### src/rtl/fsc_pkg.sv
package fsc_pkg;
  typedef enum logic [3:0] {
    ST_IDLE       = 4'd0,
    ST_RUN        = 4'd1,
    ST_SQUASH     = 4'd2,
    ST_BLOCK      = 4'd3,
    ST_WAIT_RESP  = 4'd4,
    ST_WAIT_RETRY = 4'd5,
    ST_ACC_DONE   = 4'd6,
    ST_TRAP       = 4'd7,
    ST_QUIESCE    = 4'd8
  } fstate_e;

  localparam int unsigned NUM_STAGES = 4;
endpackage

### src/rtl/fsc_stall_flags.sv
module fsc_stall_flags #(
  parameter int unsigned NTHR = 4,
  parameter int unsigned NSTG = 4
) (
  input  logic                       clk,
  input  logic                       rst_n,
  input  logic [NTHR-1:0]            thr_en_i,
  input  logic [NSTG-1:0][NTHR-1:0]  set_i,
  input  logic [NSTG-1:0][NTHR-1:0]  clr_i,
  output logic [NTHR-1:0]            stalled_o
);
  for (genvar t = 0; t < NTHR; t++) begin : g_thr
    logic [NSTG-1:0] flg_q;
    logic [NSTG-1:0] flg_d;

    // Set dominates; the updated value feeds the same-cycle stall decision.
    always_comb begin
      for (int s = 0; s < NSTG; s++) begin
        if (set_i[s][t])      flg_d[s] = 1'b1;
        else if (clr_i[s][t]) flg_d[s] = 1'b0;
        else                  flg_d[s] = flg_q[s];
      end
    end

    always_ff @(posedge clk or negedge rst_n) begin
      if (!rst_n)             flg_q <= '0;
      else if (thr_en_i[t])   flg_q <= flg_d;
    end

    assign stalled_o[t] = |flg_d;
  end
endmodule

### src/rtl/fsc_thread_fsm.sv
module fsc_thread_fsm
  import fsc_pkg::*;
#(
  parameter int unsigned     PC_W       = 32,
  parameter int unsigned     INST_BYTES = 4,
  parameter logic [PC_W-1:0] RESET_PC   = '0
) (
  input  logic            clk,
  input  logic            rst_n,
  input  logic            en_i,
  input  logic            stall_i,
  input  logic            cmt_sq_i,
  input  logic            cmt_sqing_i,
  input  logic [PC_W-1:0] cmt_pc_i,
  input  logic [PC_W-1:0] cmt_npc_i,
  input  logic            dec_sq_i,
  input  logic [PC_W-1:0] dec_pc_i,
  input  logic [PC_W-1:0] dec_npc_i,
  input  logic            miss_i,
  input  logic            nack_i,
  input  logic            retry_ok_i,
  input  logic            resp_i,
  input  logic            pick_i,
  output fstate_e         state_o,
  output fstate_e         state_nxt_o,
  output logic [PC_W-1:0] pc_o,
  output logic [PC_W-1:0] npc_o
);
  localparam logic [PC_W-1:0] RESET_NPC = RESET_PC + PC_W'(INST_BYTES);

  fstate_e         st_q, st_d;
  logic [PC_W-1:0] pc_q, pc_d, npc_q, npc_d;
  logic            waiting;

  assign waiting = (st_q == ST_WAIT_RESP) || (st_q == ST_WAIT_RETRY);

  // Precedence: commit redirect, commit draining, decode redirect, stall, recovery.
  always_comb begin
    st_d  = st_q;
    pc_d  = pc_q;
    npc_d = npc_q;
    if (cmt_sq_i) begin
      st_d  = ST_SQUASH;
      pc_d  = cmt_pc_i;
      npc_d = cmt_npc_i;
    end else if (cmt_sqing_i) begin
      st_d = ST_SQUASH;
    end else if (dec_sq_i && st_q != ST_SQUASH) begin
      st_d  = ST_SQUASH;
      pc_d  = dec_pc_i;
      npc_d = dec_npc_i;
    end else if (stall_i && !waiting) begin
      st_d = ST_BLOCK;
    end else if (st_q == ST_BLOCK || st_q == ST_SQUASH) begin
      st_d = ST_RUN;
    end else begin
      unique case (st_q)
        ST_RUN: begin
          if (miss_i)      st_d = ST_WAIT_RESP;
          else if (nack_i) st_d = ST_WAIT_RETRY;
        end
        ST_WAIT_RETRY: if (retry_ok_i) st_d = ST_WAIT_RESP;
        ST_WAIT_RESP:  if (resp_i)     st_d = stall_i ? ST_BLOCK : ST_ACC_DONE;
        ST_ACC_DONE:   if (pick_i)     st_d = ST_RUN;
        default: ;
      endcase
    end
  end

  always_ff @(posedge clk or negedge rst_n) begin
    if (!rst_n) begin
      st_q  <= ST_RUN;
      pc_q  <= RESET_PC;
      npc_q <= RESET_NPC;
    end else if (en_i) begin
      st_q  <= st_d;
      pc_q  <= pc_d;
      npc_q <= npc_d;
    end
  end

  assign state_o     = st_q;
  assign state_nxt_o = en_i ? st_d : st_q;
  assign pc_o        = pc_q;
  assign npc_o       = npc_q;
endmodule

### src/rtl/fsc_rr_pick.sv
module fsc_rr_pick #(
  parameter int unsigned NTHR = 4,
  localparam int unsigned TW  = (NTHR > 1) ? $clog2(NTHR) : 1
) (
  input  logic            clk,
  input  logic            rst_n,
  input  logic            req_i,
  input  logic [NTHR-1:0] elig_i,
  output logic            gnt_valid_o,
  output logic [TW-1:0]   gnt_id_o,
  output logic [NTHR-1:0] gnt_oh_o
);
  logic [TW-1:0] order_q [NTHR];
  logic [TW-1:0] order_d [NTHR];
  logic          hit;
  logic [TW-1:0] pos;
  logic          upd_en;

  always_comb begin
    hit = 1'b0;
    pos = '0;
    for (int p = 0; p < NTHR; p++) begin
      if (!hit && elig_i[order_q[p]]) begin
        hit = 1'b1;
        pos = TW'(p);
      end
    end
  end

  assign gnt_id_o    = order_q[pos];
  assign gnt_valid_o = req_i && hit;
  assign upd_en      = gnt_valid_o;

  // Remove the granted entry and append it at the tail.
  always_comb begin
    for (int i = 0; i < NTHR; i++) begin
      if (i < int'(pos))     order_d[i] = order_q[i];
      else if (i < NTHR - 1) order_d[i] = order_q[i+1];
      else                   order_d[i] = gnt_id_o;
    end
  end

  always_ff @(posedge clk or negedge rst_n) begin
    if (!rst_n) begin
      for (int i = 0; i < NTHR; i++) order_q[i] <= TW'(i);
    end else if (upd_en) begin
      for (int i = 0; i < NTHR; i++) order_q[i] <= order_d[i];
    end
  end

  for (genvar t = 0; t < NTHR; t++) begin : g_oh
    assign gnt_oh_o[t] = gnt_valid_o && (gnt_id_o == TW'(t));
  end
endmodule

### src/rtl/fetch_status_ctrl.sv
module fetch_status_ctrl
  import fsc_pkg::*;
#(
  parameter int unsigned     NTHR       = 4,
  parameter int unsigned     PC_W       = 32,
  parameter int unsigned     INST_BYTES = 4,
  parameter logic [PC_W-1:0] RESET_PC   = '0,
  localparam int unsigned    NSTG       = NUM_STAGES,
  localparam int unsigned    TW         = (NTHR > 1) ? $clog2(NTHR) : 1
) (
  input  logic                       clk,
  input  logic                       rst_n,
  input  logic [NTHR-1:0]            thread_active_i,
  input  logic                       ctx_switch_i,
  input  logic [NSTG-1:0][NTHR-1:0]  stage_block_i,
  input  logic [NSTG-1:0][NTHR-1:0]  stage_unblock_i,
  input  logic [NTHR-1:0]            cmt_squash_i,
  input  logic [NTHR-1:0]            cmt_squashing_i,
  input  logic [NTHR-1:0][PC_W-1:0]  cmt_pc_i,
  input  logic [NTHR-1:0][PC_W-1:0]  cmt_npc_i,
  input  logic [NTHR-1:0]            dec_squash_i,
  input  logic [NTHR-1:0][PC_W-1:0]  dec_pc_i,
  input  logic [NTHR-1:0][PC_W-1:0]  dec_npc_i,
  input  logic [NTHR-1:0]            cache_miss_i,
  input  logic [NTHR-1:0]            cache_nack_i,
  input  logic [NTHR-1:0]            cache_retry_ok_i,
  input  logic [NTHR-1:0]            cache_resp_i,
  input  logic                       fetch_req_i,
  output logic [NTHR-1:0][3:0]       thread_state_o,
  output logic [NTHR-1:0][PC_W-1:0]  thread_pc_o,
  output logic [NTHR-1:0][PC_W-1:0]  thread_npc_o,
  output logic [NTHR-1:0]            eligible_o,
  output logic                       grant_valid_o,
  output logic [TW-1:0]              grant_id_o,
  output logic                       stage_active_o,
  output logic                       stage_activate_o,
  output logic                       stage_deactivate_o
);
  // Reset: asserted asynchronously, released on a clock edge.
  logic [1:0] rst_pipe;
  logic       rst_sync_n;

  always_ff @(posedge clk or negedge rst_n) begin
    if (!rst_n) rst_pipe <= '0;
    else        rst_pipe <= {rst_pipe[0], 1'b1};
  end
  assign rst_sync_n = rst_pipe[1];

  logic [NTHR-1:0] stalled;
  logic [NTHR-1:0] pick_oh;
  logic [NTHR-1:0] busy_nxt;
  fstate_e         st_cur [NTHR];
  fstate_e         st_nxt [NTHR];

  fsc_stall_flags #(.NTHR(NTHR), .NSTG(NSTG)) u_flags (
    .clk       (clk),
    .rst_n     (rst_sync_n),
    .thr_en_i  (thread_active_i),
    .set_i     (stage_block_i),
    .clr_i     (stage_unblock_i),
    .stalled_o (stalled)
  );

  for (genvar t = 0; t < NTHR; t++) begin : g_thr
    fsc_thread_fsm #(.PC_W(PC_W), .INST_BYTES(INST_BYTES), .RESET_PC(RESET_PC)) u_fsm (
      .clk         (clk),
      .rst_n       (rst_sync_n),
      .en_i        (thread_active_i[t]),
      .stall_i     (stalled[t] | ctx_switch_i),
      .cmt_sq_i    (cmt_squash_i[t]),
      .cmt_sqing_i (cmt_squashing_i[t]),
      .cmt_pc_i    (cmt_pc_i[t]),
      .cmt_npc_i   (cmt_npc_i[t]),
      .dec_sq_i    (dec_squash_i[t]),
      .dec_pc_i    (dec_pc_i[t]),
      .dec_npc_i   (dec_npc_i[t]),
      .miss_i      (cache_miss_i[t]),
      .nack_i      (cache_nack_i[t]),
      .retry_ok_i  (cache_retry_ok_i[t]),
      .resp_i      (cache_resp_i[t]),
      .pick_i      (pick_oh[t]),
      .state_o     (st_cur[t]),
      .state_nxt_o (st_nxt[t]),
      .pc_o        (thread_pc_o[t]),
      .npc_o       (thread_npc_o[t])
    );

    assign thread_state_o[t] = st_cur[t];
    assign eligible_o[t]     = thread_active_i[t] &&
                               (st_cur[t] == ST_RUN || st_cur[t] == ST_ACC_DONE ||
                                st_cur[t] == ST_IDLE);
    assign busy_nxt[t]       = thread_active_i[t] &&
                               (st_nxt[t] == ST_RUN || st_nxt[t] == ST_SQUASH ||
                                st_nxt[t] == ST_ACC_DONE);
  end

  fsc_rr_pick #(.NTHR(NTHR)) u_pick (
    .clk         (clk),
    .rst_n       (rst_sync_n),
    .req_i       (fetch_req_i),
    .elig_i      (eligible_o),
    .gnt_valid_o (grant_valid_o),
    .gnt_id_o    (grant_id_o),
    .gnt_oh_o    (pick_oh)
  );

  // Stage activity flag and transition pulses.
  logic act_d, on_d, off_d;
  logic act_q, on_q, off_q;

  always_comb begin
    act_d = |busy_nxt;
    on_d  = act_d && !act_q;
    off_d = !act_d && act_q;
  end

  always_ff @(posedge clk or negedge rst_sync_n) begin
    if (!rst_sync_n) begin
      act_q <= 1'b0;
      on_q  <= 1'b0;
      off_q <= 1'b0;
    end else begin
      act_q <= act_d;
      on_q  <= on_d;
      off_q <= off_d;
    end
  end

  assign stage_active_o     = act_q;
  assign stage_activate_o   = on_q;
  assign stage_deactivate_o = off_q;
endmodule

### config.mk
export PLATFORM = sky130hd
export DESIGN_NAME = fetch_status_ctrl
export DESIGN_NICKNAME = d
export VERILOG_FILES = /design/src/rtl/fsc_pkg.sv /design/src/rtl/fsc_stall_flags.sv /design/src/rtl/fsc_thread_fsm.sv /design/src/rtl/fsc_rr_pick.sv /design/src/rtl/fetch_status_ctrl.sv
export SDC_FILE = /design/constraint.sdc
export NUM_CORES = 1
export LEC_CHECK = 0
export ABC_AREA = 1
export BUFFER_PORTS_ARGS = -buffer_cell sky130_fd_sc_hd__buf_2
export CORE_AREA = 2 2 338 340
export CTS_BUF_LIST = sky130_fd_sc_hd__clkbuf_4 sky130_fd_sc_hd__clkbuf_8
export DETAILED_ROUTE_END_ITERATION = 8
export DIE_AREA = 0 0 340 342
export GPL_ROUTABILITY_DRIVEN = 0
export PLACE_DENSITY = 0.33
export RECOVER_POWER = 100
export REMOVE_ABC_BUFFERS = 1
export SYNTH_ARGS = -nofsm -noshare
export SYNTH_HDL_FRONTEND = slang
export SYNTH_SLANG_ARGS = --single-unit
### constraint.sdc
create_clock -name clk -period 9.5 [get_ports clk]
set_input_delay 1.425 -clock clk [delete_from_list [all_inputs] [get_ports clk]]
set_output_delay 1.425 -clock clk [all_outputs]
set_load 0.01 [all_outputs]
# [Word level (Yosys, flattened, before mapping)]
# Index checks and enable logic that the tools add are counted.
[totals] regBits=301 latchBits=0 mem_bits_rw=0 mem_bits_ro=0 out_inout_bits=282 elab_cells=293 memories=0
[classes] n_addsub=0 mul=0 div=0 n_lt_le_gt_ge=8 eq_ne=47 shifts=0 n_mux=126 bitwise_logic=8 reduce_logical=80
[op_table] op="32-bit two-way mux" n=24
[op_table] op="4-bit two-way mux" n=44
[op_table] op="4-bit by 3-bit == test with 1-bit output, second input constant" n=16
[op_table] op="4-bit one-hot mux with 4 select lines" n=4
[op_table] op="4-bit by 2-bit == test with 1-bit output, second input constant" n=12
[op_table] op="1-bit two-way mux" n=41
[op_table] op="4-bit by 1-bit == test with 1-bit output, second input constant" n=8
[op_table] op="1-bit logical AND" n=26
[op_table] op="1-bit logical OR" n=24
[op_table] op="4-bit OR reduction" n=5
[op_table] op="4-bit logical NOT" n=4
[op_table] op="4-bit by 2-bit inequality test with 1-bit output, second input constant" n=4
[op_table] op="2-bit by 3-bit < comparator with 1-bit output, second input constant" n=4
[op_table] op="3-bit two-way mux" n=4
[op_table] op="3-bit AND reduction" n=4
[op_table] op="1-bit logical NOT" n=9
[op_table] op="1-bit binary-select mux with 2-bit select" n=4
[op_table] op="2-bit two-way mux" n=4
[op_table] op="2-bit inequality test, second input constant" n=4
[op_table] op="2-bit nonzero test" n=4
[op_table] op="2-bit AND reduction" n=3
[op_table] op="2-bit binary-select mux with 2-bit select" n=1
[op_table] op="2-bit == test, second input constant" n=2
[op_table] op="1-bit by 2-bit < comparator with 1-bit output, first input constant" n=2
[op_table] op="other kinds (7)" n=12

# [Depth between registers and ports, before layout]
# Gate-level depths: netlist of run 1.
[depth] word_depth=37 mapped_depth=27 depth_no_buf=27

# [By module]
# A second synthesis of run 1 with hierarchy kept.
[unflattened] cells_unflattened=2007 area_unflattened_um2=16495.8
[by_module_without_submodules] module="fsc_thread_fsm" n_inst=4 cells_each=424 area_per_inst_um2=3626.0 seq_area_each_um2=1704.1
[by_module_without_submodules] module="fsc_stall_flags" n_inst=1 cells_each=140 area_per_inst_um2=885.8 seq_area_each_um2=400.4
[by_module_without_submodules] module="fsc_rr_pick" n_inst=1 cells_each=104 area_per_inst_um2=675.6 seq_area_each_um2=205.2
[by_module_without_submodules] module="fetch_status_ctrl" n_inst=1 cells_each=67 area_per_inst_um2=430.4 seq_area_each_um2=125.1

# [Least setup slack after synthesis of run 1]
# OpenSTA, ideal clock, no wires.
[synth_timing] path_kind="input -> output" start="input thread_active_i[1]" end="output grant_id_o[0]" t_arrival_ps=2566 path_slack_ps=5509 cell_stages=13 path_cell_list="buf_2 inv_2 a21oi_4 nand2_1 nand3_1 nand2_2 nand2_2 nand2_4 nand2_4 nand2_1 nand2_1 nand2_1 nand2_2"
[synth_via] elab_chain_len=17 elab_cells_between_ends=25
[synth_rtl] element="start, declared" line="fetch_status_ctrl.sv:13" source="input logic [NTHR-1:0] thread_active_i,"
[synth_rtl] element="1-bit logical AND *" line="fetch_status_ctrl.sv:89" source="assign eligible_o[t] = thread_active_i[t] &&"
[synth_rtl] element="via eligible_o[1]" line="fetch_status_ctrl.sv:32" source="output logic [NTHR-1:0] eligible_o,"
[synth_rtl] element="1-bit binary-select mux with 2-bit select" line="fsc_rr_pick.sv:23" source="if (!hit && elig_i[order_q[p]]) begin"
[synth_rtl] element="1-bit two-way mux (not written as such)" line="fsc_rr_pick.sv:23"
[synth_rtl] element="1-bit two-way mux" line="fsc_rr_pick.sv:23"
[synth_rtl] element="1-bit logical NOT" line="fsc_rr_pick.sv:23"
[synth_rtl] element="1-bit logical AND" line="fsc_rr_pick.sv:23"
[synth_rtl] element="1-bit two-way mux" line="fsc_rr_pick.sv:23"
[synth_rtl] element="1-bit logical NOT" line="fsc_rr_pick.sv:23"
[synth_rtl] element="1-bit logical AND" line="fsc_rr_pick.sv:23"
[synth_rtl] element="1-bit two-way mux" line="fsc_rr_pick.sv:23"
[synth_rtl] element="1-bit logical NOT" line="fsc_rr_pick.sv:23"
[synth_rtl] element="1-bit logical AND" line="fsc_rr_pick.sv:23"
[synth_rtl] element="2-bit two-way mux *" line="fsc_rr_pick.sv:23"
[synth_rtl] element="2-bit inverter with 3-bit output (not written as such) *" line="fsc_rr_pick.sv:30" source="assign gnt_id_o = order_q[pos];"
[synth_rtl] element="2-bit binary-select mux with 2-bit select *" line="fsc_rr_pick.sv:30"
[synth_rtl] element="2-bit two-way mux (not written as such) * (2 in series)" line="fsc_rr_pick.sv:30"
[synth_rtl] element="end, declared" line="fetch_status_ctrl.sv:34" source="output logic [TW-1:0] grant_id_o,"
# Mark *: on every way through the listed nets, which the timed path passes. The rest lies on a longest branch. The select of a mux whose other input is x is not followed.

# [Worst setup path in the final report of run 1]
[layout_timing] start="input cmt_squash_i[3]" end="register g_thr[3].u_fsm.pc_q[8]"
[layout_via] elab_chain_len=2 elab_cells_between_ends=4
[layout_rtl] element="start, declared" line="fetch_status_ctrl.sv:17" source="input logic [NTHR-1:0] cmt_squash_i,"
[layout_rtl] element="2-bit inequality test (no source line) or 2-bit nonzero test (tied branches)"
[layout_rtl] element="3-bit AND reduction (no source line)"
[layout_rtl] element="end signal, assigned" line="fsc_thread_fsm.sv:77" source="pc_q <= pc_d;"
[layout_rtl] element="end, declared" line="fsc_thread_fsm.sv:32" source="logic [PC_W-1:0] pc_q, pc_d, npc_q, npc_d;"
# Parallel ways exist; a longest one is shown, timed or not.
# A chain may end at the register's enable or synchronous reset.

==> results of run 1 <==
==> flip-flops by register name, summed over array words and instances, names as in the netlist <==
register,flops
stage_active_o,1
stage_activate_o,1
stage_deactivate_o,1
u_pick.order_q,8
rst_pipe,2
g_thr.u_fsm.pc_o,128
g_thr.u_fsm.state_o,16
u_flags.g_thr.flg_q,16
g_thr.u_fsm.npc_o,128
==> critical path, cell delays in order <==
cell        delay [ns]
buf_2             0.07
buf_4             0.61
clkinvlp_2        0.22
clkbuf_1          0.84
nand2_1           0.40
nand2_1           0.14
a21oi_4           0.14
clkbuf_1          1.07
clkbuf_2          1.53
nor2_1            0.11
a31oi_1           0.21
==> worst max-delay path by stage <==
stage / to / slack, ns / from
6_report: g_thr[3].u_fsm.pc_o[8] / 3.14 / cmt_squash_i[3]
5_1_grt: g_thr[0].u_fsm.pc_o[18] / 2.47 / cmt_squash_i[0]
4_1_cts: grant_id_o[1] / 5.00 / thread_active_i[1]
3_5_place_dp: stage_active_o / 4.69 / stage_unblock_i[14]
3_3_place_gp: stage_active_o / 4.57 / stage_unblock_i[14]
2_1_floorplan: g_thr[0].u_fsm.npc_o[0] / 0.51 / rst_pipe[1]
==> layer usage <==
| layer | vias to the layer above | part of all wire, % | track usage (%) |
|---|---|---|---|
| li1 | 8008 | - | - |
| met1 | 7512 | 41 | 15.74 |
| met2 | 555 | 50 | 23.18 |
| met3 | 105 | 8.0 | 4.555 |
| met4 | 6 | 1.8 | 3.604 |
| met5 | - | 0.033 | 0 |
==> power groups by stage <==
stage                     clock [mW]  sequential (mW)  combinational [mW]
after floorplan                    0             1.79               0.504
after global placement             0             1.69                1.25
after detailed placement           0             1.69                1.24
after CTS                       1.75             1.67                1.24
after global routing            1.80             1.71                1.27
final                           1.65             1.68                1.13
==> cell usage after synthesis <==
master	instances
nand2_1	662
nor2_1	300
dfrtp_1	289
a31oi_1	259
clkbuf_1	114
inv_1	80
nand3_1	41
o21ai_0	37
a21oi_1	25
nand2_2	17
inv_2	13
dfstp_2	12
nor3_1	10
nor2_2	9
o21bai_1	8
nor4_1	6
nand2_4	4
nand4_1	3
a211oi_1	2
a21boi_0	2
a21oi_4	2
o211ai_1	2
o211ai_2	2
o21ai_1	2
o22ai_1	2
o31ai_1	2
o32ai_1	2
buf_1	1
buf_2	1
conb_1	1
nand3_2	1
nor2_4	1
o21ai_2	1
==> layout make-up <==
type | count | share of cell area, %
sequential | 301 | 34.82
multi-input combinational | 1403 | 28.93
timing repair buffer | 879 | 18.85
tap | 1512 | 8.729
clock buffer | 114 | 6.402
inverter | 93 | 1.616
clock inverter | 13 | 0.5196
antenna | 11 | 0.1270
==> per-stage QoR <==
stage / utilization, % / instance area [sq um]
4_1_cts: 19.56 / 22120
3_5_place_dp: 18.23 / 20620
5_1_grt: 19.15 / 21660
3_3_place_gp: 18.23 / 20620
2_1_floorplan: - / 14210
6_report: 19.16 / 21670
==> logic make-up (layout without fill, tap and decap cells) <==
group | Yosys count | after routing | synth area share, %
AO/OA/AOI/OAI | 348 | 348 | 14.73
buffers and inverters | 209 | 1099 | 5.365
flip-flops | 301 | 301 | 51.53
other | 1 | 12 | 0.02561
AND/OR/NAND/NOR | 1054 | 1054 | 28.35
==> summary.md, run 1 <==
| Metric | Value |
|---|---|
| Outcome | `finished, violations left` |
| Failing checks | `max-capacitance violations, max-slew violations` |
| Fraction of layout cells with a size suffix above 1 | `27.43%` |
| Post-synthesis register bit count | `301` |
| Slew @ Worst Pin | `3.277 ns` |
| GRT Total Usage | `13.41%` |
| Synth Area per Inst | `7.656 sq um` |
| Reg2reg start | `rst_pipe[1]` |
| Nets | `3329` |
| Cell area after synthesis | `14650 sq um` |
| # Max-Cap Violations | `8` |
| Switching Power | `1.609 mW` |
| Resized Gates After CTS | `0` |
| Max-slew headroom | `-118.5%` |
| Lkg Pwr | `9.911 nW` |
| R2r setup slk | `3.56 ns` |
| IO Count | `862` |
| Most frequent cells in the layout | `nand2_1, buf_2, nor2_1, dfrtp_1, clkbuf_1` |
| FP Rows | `124` |
| Highest clock rate | `0.1573 GHz` |
| Initial antenna violation count | `25` |
| Setup TNS Final | `0 ns` |
| TritonRoute pass-1 iters | `7` |
| Number of DRC markers in iteration 0 | `688` |
| Largest area contributor in the netlist | `dfrtp_1` |
| Cell count after placement | `4188` |
| Synth Warn # | `0` |
| Final non-filler cell total | `4326` |
| Cell count of the worst hold path | `0` |
| Final Max Tran Viols | `465` |
| Kind of critical path | `in -> reg` |
| Data required, critical path | `10.08 ns` |
| Area growth from synthesis to layout | `47.99%` |
| Input/output buffers | `861` |
| Core area | `113100 sq um` |
| First-pass GRT wire length | `114700 um` |
| Clk pwr share | `37.1%` |
| Final Hold Viols | `0` |
| Vias in the first global route | `16570` |
| Layout Skew | `0.03544 ns` |
| Yosys top cell area share | `49.38%` |
| CTS Hold Bufs | `0` |
| Filler instances | `13200` |
| Logic pwr share | `25.3%` |
| Seq pwr share | `37.6%` |
| H-Tree Depth | `3` |
| Die X | `340 um` |
| CTS tree | `yes` |
| Max clock buf depth | `3` |
| Routed length per instance | `18.66 um` |
| Largest net degree at the start of global routing | `119` |
| Count of different cell masters after synthesis | `33` |
| Worst skew pair latency | `0.68 ns` |
| CTS sink cnt | `301` |
| PwrDens | `205.4 nW/um^2` |
| Clock buffer count from CTS | `71` |
| Dpl ws | `4.688 ns` |
| Seq/Total Area, Yosys | `51.53%` |
| RSZ-0062 raised after global routing | `no` |
| Post-CTS Setup Bufs | `0` |
| CP Capture Type | `register` |
| Clock transition at path regs | `0.06 ns` |
| Cells after Synth | `1913` |
| Via count | `16190` |
| Most common cell after layout, fill and taps aside | `nand2_1` |
| DRC | `0` |
| Via density | `3.742` |
| Hold EP | `rst_pipe[1]` |
| Final period utilization | `66.90%` |
| Capturing point of the worst reg2reg path | `g_thr[1].u_fsm.npc_o[21]` |
| Pint | `2.844 mW` |
| Dpl hpwl | `62230 um` |
| Global route overflow | `0` |
| Area of the multi-input gates | `6270 sq um` |
| Top cells by area, synth | `dfrtp_1, nand2_1, a31oi_1` |
| Crit path DAT | `6.93 ns` |
| Crit path max fanout | `96` |
| Sequential cell area | `7547 sq um` |
| Starting Density | `12.95%` |
| Reg2Reg Depth | `1` |
| Final setup vio count | `0` |
| Max IR drop VDD | `76.75 uV` |
| Sw Share | `36.13%` |
| Clk root buf | `clkbuf_8` |
| Die area | `116300 sq um` |
| Worst Hold Class | `reg -> reg` |
| Post-layout min period | `6.356 ns` |
| Routed wire length | `80730 um` |
| Setup ws final | `3.144 ns` |
| Die height | `342 um` |
| PnR Total Power | `4.452 mW` |
| CP Launch Type | `input pin` |
| Hold Path Origin | `rst_pipe[0]` |
| WHS | `0.3490 ns` |
| Antenna Nets Post-Route | `0` |
Note: power is estimated with default switching activity, not from simulation.
==> run 2: changes to the inputs <==
- PLACE_DENSITY: 0.33 -> 0.32
- clock period: 9.5 -> 6.5 ns (I/O delays scaled with it)
==> run 2 against run 1 <==
  * The flow still finishes with violations (max-capacitance violations, max-slew violations)
  * Combinational power increased by 43%
  * Critical path depth decreased by 1
  * Utilization about the same
  * Sequential power increased by 46%
  * Routed wire length decreased by 1.9%
  * Critical endpoint is now grant_valid_o
==> summary.md, run 2 (same netlist as run 1, synthesis figures left out) <==
| Metric | Value |
|---|---|
| Via count | `16250 (was 16190)` |
| Fin util | `19.18% (was 19.16%)` |
| Final non-filler cell total | `4332 (was 4326)` |
| Final Hold Viols | `0 (unchanged)` |
| RSZ-0062 raised after global routing | `no (unchanged)` |
| Starting Density | `12.95% (unchanged)` |
| Filler instances | `13170 (was 13200)` |
| Clock transition at path regs | `0.05 ns (was 0.06 ns)` |
| Routed length per instance | `18.28 um (was 18.66 um)` |
| Lkg Pwr | `9.914 nW (was 9.911 nW)` |
| Number of DRC markers in iteration 0 | `909 (was 688)` |
| Kind of critical path | `in -> out (was in -> reg)` |
| Crit path max fanout | `10 (was 96)` |
| Input/output buffers | `861 (unchanged)` |
| Worst Hold Class | `reg -> reg (unchanged)` |
| Fraction of layout cells with a size suffix above 1 | `27.36% (was 27.43%)` |
| Clk root buf | `clkbuf_8 (unchanged)` |
| Sequential cell area | `7547 sq um (unchanged)` |
| Post-CTS Setup Bufs | `0 (unchanged)` |
| Final Max Tran Viols | `287 (was 465)` |
| Worst skew pair latency | `0.68 ns (about the same)` |
| Max-slew headroom | `-102.4% (was -118.5%)` |
| Highest clock rate | `0.2066 GHz` |
| # Max-Cap Violations | `5 (was 8)` |
| CP Capture Type | `output pin (was register)` |
| Largest net degree at the start of global routing | `129 (was 119)` |
| Max clock buf depth | `3 (unchanged)` |
| Most frequent cells in the layout | `nand2_1, buf_2, nor2_1, dfrtp_1, clkbuf_1 (unchanged)` |
| Final setup vio count | `0 (unchanged)` |
| Core area | `113100 sq um (unchanged)` |
| Die area | `116300 sq um (unchanged)` |
| Die X | `340 um (unchanged)` |
| Vias in the first global route | `16760 (was 16570)` |
| Data required, critical path | `5.52 ns (was 10.08 ns)` |
| GRT Total Usage | `13.17% (was 13.41%)` |
| Setup TNS Final | `0 ns (unchanged)` |
| Die height | `342 um (unchanged)` |
| Via density | `3.751 (was 3.742)` |
| Layout Skew | `0.03983 ns (was 0.03544 ns)` |
| Slew @ Worst Pin | `3.036 ns (was 3.277 ns)` |
| CTS tree | `yes (unchanged)` |
| Routed wire length | `79200 um (was 80730 um)` |
| H-Tree Depth | `3 (unchanged)` |
| IO Count | `862 (unchanged)` |
| PwrDens | `296.5 nW/um^2 (was 205.4 nW/um^2)` |
| Dpl hpwl | `60760 um (was 62230 um)` |
| Initial antenna violation count | `34 (was 25)` |
| Max IR drop VDD | `122.7 uV (was 76.75 uV)` |
| Cell count after placement | `4190 (was 4188)` |
| FP Rows | `124 (unchanged)` |
| Final period utilization | `74.48%` |
| Global route overflow | `0 (unchanged)` |
| CP Launch Type | `input pin (unchanged)` |
| Post-layout min period | `4.841 ns` |
| Clock buffer count from CTS | `69 (was 71)` |
| Outcome | `finished, violations left (unchanged)` |
| TritonRoute pass-1 iters | `5 (was 7)` |
| Area of the multi-input gates | `6279 sq um (was 6270 sq um)` |
| CTS sink cnt | `301 (unchanged)` |
| Most common cell after layout, fill and taps aside | `nand2_1 (unchanged)` |
| Area growth from synthesis to layout | `48.12% (was 47.99%)` |
| First-pass GRT wire length | `113300 um (was 114700 um)` |
| Failing checks | `max-capacitance violations, max-slew violations (unchanged)` |
| DRC | `0 (unchanged)` |
| Nets | `3330 (was 3329)` |
| Crit path DAT | `3.87 ns (was 6.93 ns)` |
| Antenna Nets Post-Route | `0 (unchanged)` |
run 2: cell count changes in the layout (fill, tap and decap cells not counted), moves of 3 or more:
cell	delta
clkinv_2	-3
diode_2	+6
buf_4	+4
clkbuf_8	-4
inv_6	-3
clkbuf_4	+7
run 2: final timing paths:
check                                           from  depth (start not counted)                end  slack [ns]
max                               thread_active_i[1]                         10      grant_valid_o        1.66
min                                      rst_pipe[0]                          0        rst_pipe[1]        0.35
max reg2reg                g_thr[1].u_fsm.state_o[1]                         21     stage_active_o        2.13
min reg2reg                              rst_pipe[0]                          0        rst_pipe[1]        0.35
max in group asynchronous                rst_pipe[1]                          1  u_pick.order_q[6]        3.78
min in group asynchronous                      rst_n                          2        rst_pipe[1]        0.63
run 2: report_power, final:
group / internal, mW / leakage (nW) / total [mW] / switching [mW]
combinational: 0.569 / 5.76 / 1.62 / 1.06
sequential: 2.23 / 3.38 / 2.45 / 0.219
clock: 1.34 / 0.771 / 2.36 / 1.02
run 2: stage by stage:
step / hold slack (ns) / worst slack (ns) / total power [mW] / cell area [sq um]
floorplan: 0.3312 / -2.489 / 3.349 / 14210
global placement: 0.3332 / 2.901 / 4.274 / 20650
detailed placement: 0.3365 / 2.868 / 4.251 / 20650
CTS: 0.3491 / 2.656 / 6.712 / 22110
global route: 0.3558 / 1.444 / 6.880 / 21690
finish: 0.3511 / 1.659 / 6.432 / 21690
run 2: worst max-delay path, cell delays in order:
cell and delay (ns):
clkbuf_1 0.43, inv_1 0.31, a21oi_1 0.46, o21ai_0 0.17, nand2_2 0.08, nand2_1 0.19
nand2_1 0.20, inv_1 0.09, a21oi_1 0.69, clkbuf_1 0.26
run 2: final cells by class:
| type | instances | share of cell area (%) |
|---|---|---|
| diodes | 17 | 0.1961 |
| clock buffers | 117 | 6.385 |
| clock inverters | 7 | 0.3057 |
| inverters | 93 | 1.609 |
| multi-input cells | 1403 | 28.94 |
| flip-flops and latches | 301 | 34.79 |
| well taps | 1512 | 8.721 |
| repair buffers | 882 | 19.05 |
run 2: per-layer routing:
layer  global-route usage [%]  routed length [um]  share of wire (%)  vias up
met2                    22.70               39760                 50      535
met4                    5.301                2366                3.0       16
met3                    4.683                6022                7.6      142
met1                    14.75               30940                 39     7561
li1                         -                   -                  -     7996
met5                        0                 114               0.14        -
run 2: repair_timing:
item / CTS / global route
hold buffers: 1 / 0
resized for setup: 0 / 0
hold endpoints to repair: 2 / 0
